### src/rtl/ioreg_pkg.sv
package ioreg_pkg;

  typedef enum logic [2:0] {
    OP_RD   = 3'd0,
    OP_WR   = 3'd1,
    OP_BSET = 3'd2,
    OP_BCLR = 3'd3,
    OP_BTST = 3'd4
  } acc_op_e;

  // Force one bit of a byte to a value, keeping the rest as read.
  function automatic logic [7:0] bit_rmw(input logic [7:0] cur,
                                         input logic [2:0] idx,
                                         input logic       set_not_clr);
    logic [7:0] mask;
    mask = 8'b1 << idx;
    return set_not_clr ? (cur | mask) : (cur & ~mask);
  endfunction

  // Flags lowered by ones, then raised by events (events win).
  function automatic logic [3:0] flag_next(input logic [3:0] cur,
                                           input logic [3:0] clr_ones,
                                           input logic [3:0] raise);
    return (cur & ~clr_ones) | raise;
  endfunction

endpackage

### src/rtl/ioreg_decode.sv
module ioreg_decode
  import ioreg_pkg::*;
#(
  parameter int ADDR_W    = 8,
  parameter int IO_AW     = 6,
  parameter int DS_OFFSET = 32,
  parameter int BIT_LIMIT = 32
) (
  input  logic              dspace,
  input  logic [ADDR_W-1:0] addr,
  input  logic [2:0]        op,
  output logic [IO_AW-1:0]  io_addr,
  output logic              addr_ok,
  output logic              is_write,
  output logic              is_rmw,
  output logic              is_set,
  output logic              is_test,
  output logic              bit_op,
  output logic              bit_ok,
  output logic              op_bad
);

  localparam int IO_SPAN = 1 << IO_AW;
  localparam logic [ADDR_W:0] WIN_LO = (ADDR_W+1)'(DS_OFFSET);
  localparam logic [ADDR_W:0] WIN_HI = (ADDR_W+1)'(DS_OFFSET + IO_SPAN);
  localparam logic [ADDR_W:0] IO_TOP = (ADDR_W+1)'(IO_SPAN);
  localparam logic [IO_AW:0]  BIT_TOP = (IO_AW+1)'(BIT_LIMIT);

  logic [ADDR_W:0]   addr_ext;
  logic [ADDR_W-1:0] shifted;

  assign addr_ext = {1'b0, addr};
  assign shifted  = addr - ADDR_W'(DS_OFFSET);

  always_comb begin
    if (dspace) begin
      addr_ok = (addr_ext >= WIN_LO) && (addr_ext < WIN_HI);
      io_addr = shifted[IO_AW-1:0];
    end else begin
      addr_ok = addr_ext < IO_TOP;
      io_addr = addr[IO_AW-1:0];
    end
  end

  assign is_write = (op == OP_WR);
  assign is_set   = (op == OP_BSET);
  assign is_rmw   = (op == OP_BSET) || (op == OP_BCLR);
  assign is_test  = (op == OP_BTST);
  assign bit_op   = is_rmw || is_test;
  assign bit_ok   = {1'b0, io_addr} < BIT_TOP;
  assign op_bad   = op > OP_BTST;

endmodule

### src/rtl/ioreg_file.sv
module ioreg_file
  import ioreg_pkg::*;
#(
  parameter int IO_AW     = 6,
  parameter int DATA_W    = 8,
  parameter int FLAG_W    = 4,
  parameter int EE_AW     = 9,
  parameter int NUM_SCR   = 3,
  parameter logic [NUM_SCR*IO_AW-1:0] SCR_ADDRS = {6'h24, 6'h05, 6'h04},
  parameter logic [IO_AW-1:0] STAT_ADDR = 6'h08,
  parameter logic [IO_AW-1:0] EEL_ADDR  = 6'h10,
  parameter logic [IO_AW-1:0] EEH_ADDR  = 6'h11
) (
  input  logic              clk,
  input  logic              rst_n,
  input  logic [IO_AW-1:0]  rd_addr,
  input  logic              wr_en,
  input  logic [DATA_W-1:0] wr_data,
  input  logic [FLAG_W-1:0] hw_set,
  output logic [DATA_W-1:0] rd_data,
  output logic              hit,
  output logic [EE_AW-1:0]  ee_addr
);

  localparam int EE_HI_W = EE_AW - DATA_W;

  // Scratch bytes
  logic [DATA_W-1:0] scr_q   [NUM_SCR];
  logic [NUM_SCR-1:0] scr_sel;

  for (genvar g = 0; g < NUM_SCR; g++) begin : g_scr
    assign scr_sel[g] = (rd_addr == SCR_ADDRS[g*IO_AW +: IO_AW]);

    always_ff @(posedge clk or negedge rst_n) begin
      if (!rst_n)                  scr_q[g] <= '0;
      else if (wr_en && scr_sel[g]) scr_q[g] <= wr_data;
    end

    assert_scr_hold_R9: assert property (@(posedge clk) disable iff (!rst_n)
      !(wr_en && scr_sel[g]) |=> $stable(scr_q[g]));
  end

  // Status flags
  logic [FLAG_W-1:0] flag_q;
  logic [FLAG_W-1:0] flag_clr;
  logic              stat_sel;

  assign stat_sel = (rd_addr == STAT_ADDR);
  assign flag_clr = (wr_en && stat_sel) ? wr_data[FLAG_W-1:0] : '0;

  always_ff @(posedge clk or negedge rst_n) begin
    if (!rst_n) flag_q <= '0;
    else        flag_q <= flag_next(flag_q, flag_clr, hw_set);
  end

  for (genvar i = 0; i < FLAG_W; i++) begin : g_flag_chk
    assert_flag_w1c_R6: assert property (@(posedge clk) disable iff (!rst_n)
      $fell(flag_q[i]) |-> $past(wr_en && stat_sel && wr_data[i]));
    assert_hw_wins_R8: assert property (@(posedge clk) disable iff (!rst_n)
      hw_set[i] |=> flag_q[i]);
  end

  // Memory-pointer pair
  logic [DATA_W-1:0]  ee_lo_q;
  logic [EE_HI_W-1:0] ee_hi_q;
  logic               eel_sel;
  logic               eeh_sel;

  assign eel_sel = (rd_addr == EEL_ADDR);
  assign eeh_sel = (rd_addr == EEH_ADDR);

  always_ff @(posedge clk or negedge rst_n) begin
    if (!rst_n) begin
      ee_lo_q <= '0;
      ee_hi_q <= '0;
    end else if (wr_en) begin
      if (eel_sel) ee_lo_q <= wr_data;
      if (eeh_sel) ee_hi_q <= wr_data[EE_HI_W-1:0];
    end
  end

  assign ee_addr = {ee_hi_q, ee_lo_q};

  // Read mux and hit
  always_comb begin
    rd_data = '0;
    hit     = 1'b0;
    for (int k = 0; k < NUM_SCR; k++) begin
      if (scr_sel[k]) begin
        rd_data = rd_data | scr_q[k];
        hit     = 1'b1;
      end
    end
    if (stat_sel) begin
      rd_data = rd_data | {{(DATA_W-FLAG_W){1'b0}}, flag_q};
      hit     = 1'b1;
    end
    if (eel_sel) begin
      rd_data = rd_data | ee_lo_q;
      hit     = 1'b1;
    end
    if (eeh_sel) begin
      rd_data = rd_data | {{(DATA_W-EE_HI_W){1'b0}}, ee_hi_q};
      hit     = 1'b1;
    end
  end

endmodule

### src/rtl/ioreg_space.sv
module ioreg_space
  import ioreg_pkg::*;
#(
  parameter int ADDR_W    = 8,
  parameter int IO_AW     = 6,
  parameter int DATA_W    = 8,
  parameter int DS_OFFSET = 32,
  parameter int BIT_LIMIT = 32,
  parameter int FLAG_W    = 4,
  parameter int EE_AW     = 9
) (
  input  logic              clk,
  input  logic              rst_n,
  input  logic              acc_valid,
  input  logic              acc_dspace,
  input  logic [ADDR_W-1:0] acc_addr,
  input  logic [2:0]        acc_op,
  input  logic [2:0]        acc_bit,
  input  logic [DATA_W-1:0] acc_wdata,
  input  logic [FLAG_W-1:0] hw_flag_set,
  output logic [DATA_W-1:0] acc_rdata,
  output logic              acc_bit_val,
  output logic              acc_err,
  output logic [EE_AW-1:0]  ee_addr
);

  logic [IO_AW-1:0]  io_addr;
  logic              addr_ok, is_write, is_rmw, is_set, is_test;
  logic              bit_op, bit_ok, op_bad;
  logic [DATA_W-1:0] cur_byte;
  logic              hit;
  logic              wr_attempt;
  logic              wr_commit;
  logic [DATA_W-1:0] wr_byte;

  ioreg_decode #(
    .ADDR_W(ADDR_W), .IO_AW(IO_AW), .DS_OFFSET(DS_OFFSET), .BIT_LIMIT(BIT_LIMIT)
  ) u_decode (
    .dspace  (acc_dspace),
    .addr    (acc_addr),
    .op      (acc_op),
    .io_addr (io_addr),
    .addr_ok (addr_ok),
    .is_write(is_write),
    .is_rmw  (is_rmw),
    .is_set  (is_set),
    .is_test (is_test),
    .bit_op  (bit_op),
    .bit_ok  (bit_ok),
    .op_bad  (op_bad)
  );

  ioreg_file #(
    .IO_AW(IO_AW), .DATA_W(DATA_W), .FLAG_W(FLAG_W), .EE_AW(EE_AW)
  ) u_file (
    .clk    (clk),
    .rst_n  (rst_n),
    .rd_addr(io_addr),
    .wr_en  (wr_commit),
    .wr_data(wr_byte),
    .hw_set (hw_flag_set),
    .rd_data(cur_byte),
    .hit    (hit),
    .ee_addr(ee_addr)
  );

  // A write is wanted for byte writes and for bit set/clear in the low half.
  assign wr_attempt = is_write || (is_rmw && bit_ok);
  assign wr_commit  = acc_valid && addr_ok && wr_attempt && hit;
  assign wr_byte    = is_write ? acc_wdata : bit_rmw(cur_byte, acc_bit, is_set);

  assign acc_rdata   = (acc_valid && addr_ok) ? cur_byte : '0;
  assign acc_bit_val = acc_valid && addr_ok && is_test && bit_ok && cur_byte[acc_bit];
  assign acc_err     = acc_valid && (!addr_ok || op_bad || (bit_op && !bit_ok) ||
                                     (wr_attempt && !hit));

  assert_window_R2: assert property (@(posedge clk) disable iff (!rst_n)
    (acc_valid && !addr_ok) |-> (acc_err && !wr_commit && acc_rdata == '0));

  assert_bit_reject_R5: assert property (@(posedge clk) disable iff (!rst_n)
    (acc_valid && addr_ok && bit_op && !bit_ok) |-> (acc_err && !wr_commit && !acc_bit_val));

  assert_err_no_write_R9: assert property (@(posedge clk) disable iff (!rst_n)
    acc_err |-> !wr_commit);

  assert_test_only_R4: assert property (@(posedge clk) disable iff (!rst_n)
    acc_bit_val |-> (acc_valid && is_test && !acc_err));

endmodule

### config.mk
export PLATFORM = sky130hd
export DESIGN_NAME = ioreg_space
export DESIGN_NICKNAME = d
export VERILOG_FILES = /design/src/rtl/ioreg_pkg.sv /design/src/rtl/ioreg_decode.sv /design/src/rtl/ioreg_file.sv /design/src/rtl/ioreg_space.sv
export SDC_FILE = /design/constraint.sdc
export NUM_CORES = 1
export LEC_CHECK = 0
export CORE_MARGIN = 1.5
export CORE_UTILIZATION = 57
export CTS_BUF_LIST = sky130_fd_sc_hd__clkbuf_16
export CTS_CLUSTER_DIAMETER = 40
export CTS_CLUSTER_SIZE = 16
export DETAILED_ROUTE_END_ITERATION = 8
export PLACE_DENSITY = 0.86
export SKIP_CTS_REPAIR_TIMING = 1
export SLEW_MARGIN = 10
export SYNTH_ARGS = -nofsm -noshare
export SYNTH_HDL_FRONTEND = slang
export SYNTH_SLANG_ARGS = --single-unit
### constraint.sdc
create_clock -name clk -period 4.7 [get_ports clk]
set_clock_uncertainty 0.1 [all_clocks]
set_input_delay 0.94 -clock clk [delete_from_list [all_inputs] [get_ports clk]]
set_output_delay 0.94 -clock clk [all_outputs]
set_load 0.005 [all_outputs]
==> results_dict.tcl, run 1 <==
set metrics [dict create \
    gr-total-overflow 0 \
    post-synth-top-area-cell "dfrtp_1" \
    die_w_um 71.2 \
    crit_path_max_fanout 5 \
    synth_seq_cells 37 \
    min_path_type "reg -> reg" \
    fin_crit_ns 4.61 \
    r2r-start "u_file.ee_lo_q[1]$_DFFE_PN0P_" \
    dp_slack_ns 0.0366 \
    clk_pin_slew_ns 0.05 \
    cp.depth 8 \
    syn_inst 266 \
    crit_slowest_cell "clkdlybuf4s50_1" \
    crit_path_start "acc_dspace" \
    start_kind "primary input" \
    die_h_um 71.2 \
    yosysWarnings 0 \
    yosys_most_used_dff "dfrtp_1" \
    slew-limit-headroom_pct 52.9 \
    dp_cells 366 \
    cts_buffers 5 \
    whs_ns 0.379 \
    grt_pass1_vias 2449 \
    yosysSeqAreaShare_pct 35.0 \
    hold_violations 0 \
    cts_sinks 37 \
    use_met2_pct 46.8 \
    final_nets 352 \
    required_ns 3.66 \
    clk_latency_ns 0.28 \
    cap_viol_max_count 0 \
    worstMarginPinSlew_ns 0.701 \
    totalWireLength_um 7130 \
    antenna_found_initial 0 \
    synthTopCellsByCount "37 x dfrtp_1, 28 x mux2_1, 23 x nand2_1" \
    crit_path_end_kind "primary output" \
    grt.busiest_layer "met2" \
    drtIter0Drc 163 \
    ys_top_cells_by_area "dfrtp_1 35%, mux2_1 12%, nand2_1 3.3%" \
    synth_edf_count 0 \
    ant_nets 0 \
    worstReg2RegEnd "u_file.scr_q[9]$_DFFE_PN0P_" \
    cp_top_family "buffers and inverters" \
    clock_tree.buffer_depth 2 \
    vias 2388 \
    grt_max_degree 38 \
    fin_crit_sh_pct 98.1 \
    synth_area_sq_mm 0.00265 \
    num_rows 24 \
    routed_via_density 6.37 \
    io_buffers 48 \
    cpPeakStageDelay_ns 0.55 \
    routedWlPerCell_um 19.0 \
    outcome "completed" \
    grt_pass1_wl_um 11900 \
    pin_count 49 \
    drc_errors 0 \
    place_hpwl_um 5180 \
    cp.arrival_ns 3.57 \
    dieArea_sq_mm 0.00506 \
    synth_top_area_share_pct 35.0 \
    crit_path_end "acc_bit_val" \
    initial_core_util_pct 60.0 \
    core-area_sq_mm 0.00441 \
    fin_cells 375 \
    finalPower_mw 0.831 \
    syn_nets 296 \
    peakVddDrop_mv 0.242 \
    synthArstFlopShare_pct 100 \
    slew_violations 0 \
    reg2reg_setup_slack_ns 2.62 \
    yosysMostFrequentCell "dfrtp_1" \
    p_per_area_mw_per_mm2 247 \
    p_leak_nw 1.49 \
    grt_usage_pct 30.2 \
    htree_levels 2 \
    cts-root-buf "clkbuf_16" \
    critPathMostFrequentCell "clkdlybuf4s50_1" \
    setup_ws_ns 0.0896 \
    place_congestion 0.939 \
    cts_tree "yes" \
    synth_cell_types 62 \
    drtPass1Iterations 4 \
    final-setup-viol-count 0 \
    globalRouteMet3Util_pct 7.12 \
    cp_cell_sequence "clkdlybuf4s50_1 > xnor2_2 > mux2_1 > o211ai_1 > nor2_1 > a2111oi_1 > a211o_1 > clkdlybuf4s50_1" \
    worst-path-buf-inv 2 \
    diodes 0 \
    critPathKind "in -> out" \
    grt_use_met1_pct 39.9 \
    reg2reg_depth 6 \
    nFillCells 330 \
    drive_above_1_share_pct 15.5 \
    timing.fmax_mhz 217 \
    syn_avg_cell_area_sq_um 9.95 \
    areaGrowthSynthToFinish_pct 27.3 \
]
## state kept, by name (all words and copies together) (netlist names)
name	cells
u_file.scr_q	24
u_file.ee_lo_q	8
u_file.flag_q	4
u_file.ee_hi_q	1
## stage by stage
step | cell area, sq um | util [%] | setup TNS [ns]
after CTS | 3350 | 75.9 | 0
after detailed placement | 3180 | 72.1 | 0
after floorplan | 2650 | - | 0
after global routing | 3370 | 76.4 | -0.0786
final | 3370 | 76.4 | 0
after global placement | 3180 | 72.1 | 0
## cells in the final DEF (no fill, tap or decap), types with 2 or more instances in the layout
cell	netlist	layout
dfrtp_1	37	37
nand2b_1	8	8
o2bb2ai_1	2	2
clkbuf_16	0	5
o22ai_1	2	2
clkdlybuf4s50_1	0	46
nor2b_1	6	6
o21ai_1	4	4
nor3b_1	3	3
nand2_1	23	23
nand4b_1	5	5
buf_4	1	17
a22o_1	2	2
or3_1	3	3
a22oi_1	2	2
nand4_1	8	8
mux2_1	28	28
a21o_1	5	5
mux2_2	2	2
or2_2	3	3
o211ai_2	4	4
and2_1	5	5
nand3_1	6	6
o21ai_0	2	2
o211ai_1	4	4
nor3_1	5	5
nand3_2	2	2
nand3b_1	5	5
nor2_1	19	19
o31ai_1	6	6
mux2i_1	7	7
inv_1	3	3
nor4bb_1	3	3
a21oi_1	7	7
o31a_1	2	2
and4b_1	3	3
dlymetal6s2s_1	0	2
## cell type report
| class | count | area, sq um | share of cell area [%] |
|---|---|---|---|
| Sequential cell | 37 | 926 | 27.5 |
| Multi-Input combinational cell | 210 | 1590 | 47.1 |
| Inverter | 3 | 11.3 | 0.334 |
| Clock buffer | 5 | 125 | 3.71 |
| Tap cell | 52 | 65.1 | 1.93 |
| Timing Repair Buffer | 65 | 613 | 18.2 |
| Clock inverter | 3 | 41.3 | 1.22 |
## worst register-to-register path, stage by stage (launching register included)
cell      delay, ns
dfrtp_1        0.40
nor4bb_1       0.15
o211ai_1       0.24
o211ai_1       0.19
buf_4          0.18
o31a_1         0.38
mux2_1         0.32
## worst min-delay path by stage
stage	startpoint	end	cells past startpoint
global route	u_file.flag_q[3]$_DFF_PN0_	u_file.flag_q[3]$_DFF_PN0_	1
detailed placement	u_file.flag_q[3]$_DFF_PN0_	u_file.flag_q[3]$_DFF_PN0_	1
global placement	u_file.flag_q[3]$_DFF_PN0_	u_file.flag_q[3]$_DFF_PN0_	1
finish	u_file.flag_q[3]$_DFF_PN0_	u_file.flag_q[3]$_DFF_PN0_	1
floorplan	u_file.scr_q[0]$_DFFE_PN0P_	u_file.scr_q[0]$_DFFE_PN0P_	2
CTS	u_file.flag_q[3]$_DFF_PN0_	u_file.flag_q[3]$_DFF_PN0_	1
## cells by family (layout without fill, tap and decap cells)
group / Yosys count / in the layout / share of synthesized area, %
buffers and inverters: 19 / 76 / 5.29
DFF: 37 / 37 / 35.0
muxes: 37 / 37 / 15.4
xor gates and xnor gates: 3 / 3 / 1.56
and+or+nand+nor: 118 / 118 / 27.2
AOI/OAI and AO/OA: 52 / 52 / 15.5
## report_power, final
| group | leakage, nW | total, mW | internal (mW) | switching [mW] |
|---|---|---|---|---|
| Sequential | 0.496 | 0.322 | 0.321 | 0.00123 |
| Clock | 0.0775 | 0.373 | 0.248 | 0.125 |
| Combinational | 0.914 | 0.137 | 0.0598 | 0.0767 |
## per-layer routing
layer | vias to the layer above | wire, um
met5 | - | 0
met4 | 0 | 184
met1 | 1145 | 3070
met3 | 19 | 499
li1 | 1107 | -
met2 | 117 | 3380
Power figures use the tool's default switching activity.
==> inputs of run 2 (changes only) <==
--- a/config.mk
+++ b/config.mk
@@ -5,15 +5,17 @@
 export SDC_FILE = /design/constraint.sdc
 export NUM_CORES = 1
 export LEC_CHECK = 0
+export ABC_CLOCK_PERIOD_IN_PS = 4700
 export CORE_MARGIN = 1.5
-export CORE_UTILIZATION = 57
+export CORE_UTILIZATION = 55
 export CTS_BUF_LIST = sky130_fd_sc_hd__clkbuf_16
 export CTS_CLUSTER_DIAMETER = 40
 export CTS_CLUSTER_SIZE = 16
 export DETAILED_ROUTE_END_ITERATION = 8
-export PLACE_DENSITY = 0.86
+export PLACE_DENSITY = 0.85
 export SKIP_CTS_REPAIR_TIMING = 1
 export SLEW_MARGIN = 10
 export SYNTH_ARGS = -nofsm -noshare
 export SYNTH_HDL_FRONTEND = slang
+export SYNTH_HIERARCHICAL = 1
 export SYNTH_SLANG_ARGS = --single-unit
==> run 2 against run 1 <==
Net effect: routed wire length fell by 20%; cell area fell by 7.8%; worst setup slack improved by 0.040 ns; first-iteration DRC count rose by 8.0%; power fell by 14%; register-to-register slack improved by 0.04 ns; critical path type unchanged; critical endpoint is now acc_err; largest power group is now sequential cells.
==> results_dict.tcl, run 2 <==
set metrics [dict create \
    cp.arrival_ns 3.53 \
    routed_via_density 5.91 \
    outcome "completed" \
    final_common_cell "clkdlybuf4s50_1" \
    largest_register "u_file/scr_q" \
    totalWireLength_um 5680 \
    vias 1932 \
    clk_latency_ns 0.28 \
    met1_length_um 2480 \
    hold_violations 0 \
    areaGrowthSynthToFinish_pct 33.9 \
    cts-root-buf "clkbuf_16" \
    crit_path_end "acc_err" \
    final_nets 307 \
    required_ns 3.66 \
    ant_nets 0 \
    reg2reg_setup_slack_ns 2.66 \
    cts_tree "yes" \
    cp_cell_sequence "clkdlybuf4s50_1 > xor2_2 > or4b_4 > o221a_2 > a211oi_1 > nor2_1 > o41a_1 > clkdlybuf4s50_1" \
    clk_pin_slew_ns 0.05 \
    p_per_area_mw_per_mm2 230 \
    routedWlPerCell_um 17.4 \
    timing.fmax_mhz 219 \
    synth_seq_cells 37 \
    drive_above_1_share_pct 29.2 \
    num_rows 23 \
    routed.top_layer "met4" \
    place_hpwl_um 4190 \
    syn_nets 245 \
    place_congestion 0.880 \
    synth_edf_count 0 \
    die_w_um 67.9 \
    wl_met2_um 2680 \
    diodes 0 \
    largest_reg_flops 24 \
    yosysSeqAreaShare_pct 39.9 \
    top_regs "u_file/scr_q (24), u_file/ee_lo_q (8), u_file/flag_q (4)" \
    critPathKind "in -> out" \
    critPathMostFrequentCell "clkdlybuf4s50_1" \
    htree_levels 2 \
    yosysWarnings 6 \
    dieArea_sq_mm 0.00462 \
    reg2reg_depth 7 \
    synth_cell_types 47 \
    crit_path_end_kind "primary output" \
    post-synth-top-area-cell "dfrtp_1" \
    final-setup-viol-count 0 \
    worstReg2RegEnd "u_file/scr_q[0]$_DFFE_PN0P_" \
    layout_common_cells "47 x clkdlybuf4s50_1, 37 x dfrtp_1, 36 x mux2_2" \
    crit_slowest_cell "or4b_4" \
    synthArstFlopShare_pct 100 \
    grt_pass1_wl_um 8910 \
    grt_pass1_vias 1818 \
    finalPower_mw 0.716 \
    die_h_um 67.9 \
    yosys_most_used_dff "dfrtp_1" \
    clock_tree.buffer_depth 2 \
    cpPeakStageDelay_ns 0.54 \
    initial_core_util_pct 57.6 \
    synth_area_sq_mm 0.00232 \
    worstMarginPinSlew_ns 0.761 \
    antenna_found_initial 0 \
    min_path_type "reg -> reg" \
    synthTopCellsByCount "37 x dfrtp_1, 36 x mux2_2, 26 x nand2_1" \
    crit_path_start "acc_dspace" \
    peakVddDrop_mv 0.335 \
    grt_max_degree 38 \
    syn_inst 215 \
    gr-total-overflow 0 \
    slew-limit-headroom_pct 48.7 \
    pin_count 49 \
    r2r-start "u_file/ee_lo_q[0]$_DFFE_PN0P_" \
    core-area_sq_mm 0.00403 \
    io_buffers 48 \
    whs_ns 0.381 \
    slew_violations 0 \
    drtPass1Iterations 5 \
    cts_sinks 37 \
    crit_path_max_fanout 5 \
    drtIter0Drc 176 \
    synth_top_area_share_pct 39.9 \
    cap_viol_max_count 0 \
    start_kind "primary input" \
    dr_wl_met3_um 421 \
    syn_avg_cell_area_sq_um 10.8 \
    grt_setup_unrepaired "false" \
    fin_crit_ns 4.57 \
    grt_usage_pct 26.5 \
    fin_crit_sh_pct 97.2 \
    yosysMostFrequentCell "dfrtp_1" \
    drc_errors 0 \
    ys_top_cells_by_area "dfrtp_1 40%, mux2_2 17%, nand2_1 4.2%" \
    p_leak_nw 1.44 \
    cts_buffers 5 \
]
==> run 2: changes by cell type after synthesis, sizes merged, moves of 8 or more <==
cell    previous run  this run
and3               0         8
nor2              19         4
mux2              30        38
nand4              9         1
o211ai             8         0
==> run 2: cell type report <==
type                       count  area (sq um)
timing repair buffer          70           673
multi-input combinational    160          1300
sequential                    37           926
clock buffer                   5           125
tap                           50          62.6
fill                         266           922
clock inverter                 2          7.51
inverter                       3          11.3
==> run 2: critical path: cells and delay by family <==
kind	cells	cell delay, ns
buffers and inverters	2	0.91
AO/OA/AOI/OAI	3	0.83
XOR/XNOR	1	0.22
AND/OR/NAND/NOR	2	0.64
==> run 2: cells by family (layout without fill, tap and decap cells) <==
logic type	after synthesis	count (layout)	synth area share (%)
buffers and inverters	18	80	4.80
AOI/OAI and AO/OA	35	35	11.1
xor gates and xnor gates	1	1	0.378
and+or+nand+nor	77	77	21.3
DFF	37	37	39.9
muxes	47	47	22.5
==> run 2: metal layers <==
metal  up-vias  global-route usage [%]
li1        918                       -
met1       914                    35.4
met2        89                    42.4
met3        11                    5.59
met4         0                    10.0
met5         -                       0
==> run 2: stage by stage <==
stage	worst slack, ns	setup TNS [ns]	cell area, sq um	utilization [%]	instances
floorplan	0.869	0	2320	-	215
global placement	-0.0801	-0.0801	2960	73.4	320
detailed placement	-0.129	-0.129	2960	73.4	320
CTS	-0.170	-0.170	3090	76.7	327
global route	0.0689	0	3110	77.1	327
finish	0.130	0	3110	77.1	327
==> run 2: power by group <==
group / leakage, nW / switching [mW] / internal (mW) / total [mW]
Combinational: 0.880 / 0.0471 / 0.0488 / 0.0959
Clock: 0.0685 / 0.112 / 0.189 / 0.301
Sequential: 0.496 / 0.0000730 / 0.319 / 0.319
==> run 2: worst min-delay path by stage <==
stage	cells after the start	from	to
global route	1	u_file/flag_q[1]$_DFF_PN0_	u_file/flag_q[1]$_DFF_PN0_
global placement	1	u_file/flag_q[2]$_DFF_PN0_	u_file/flag_q[2]$_DFF_PN0_
floorplan	1	u_file/flag_q[1]$_DFF_PN0_	u_file/flag_q[1]$_DFF_PN0_
finish	1	u_file/flag_q[3]$_DFF_PN0_	u_file/flag_q[3]$_DFF_PN0_
CTS	1	u_file/flag_q[2]$_DFF_PN0_	u_file/flag_q[2]$_DFF_PN0_
detailed placement	1	u_file/flag_q[2]$_DFF_PN0_	u_file/flag_q[2]$_DFF_PN0_
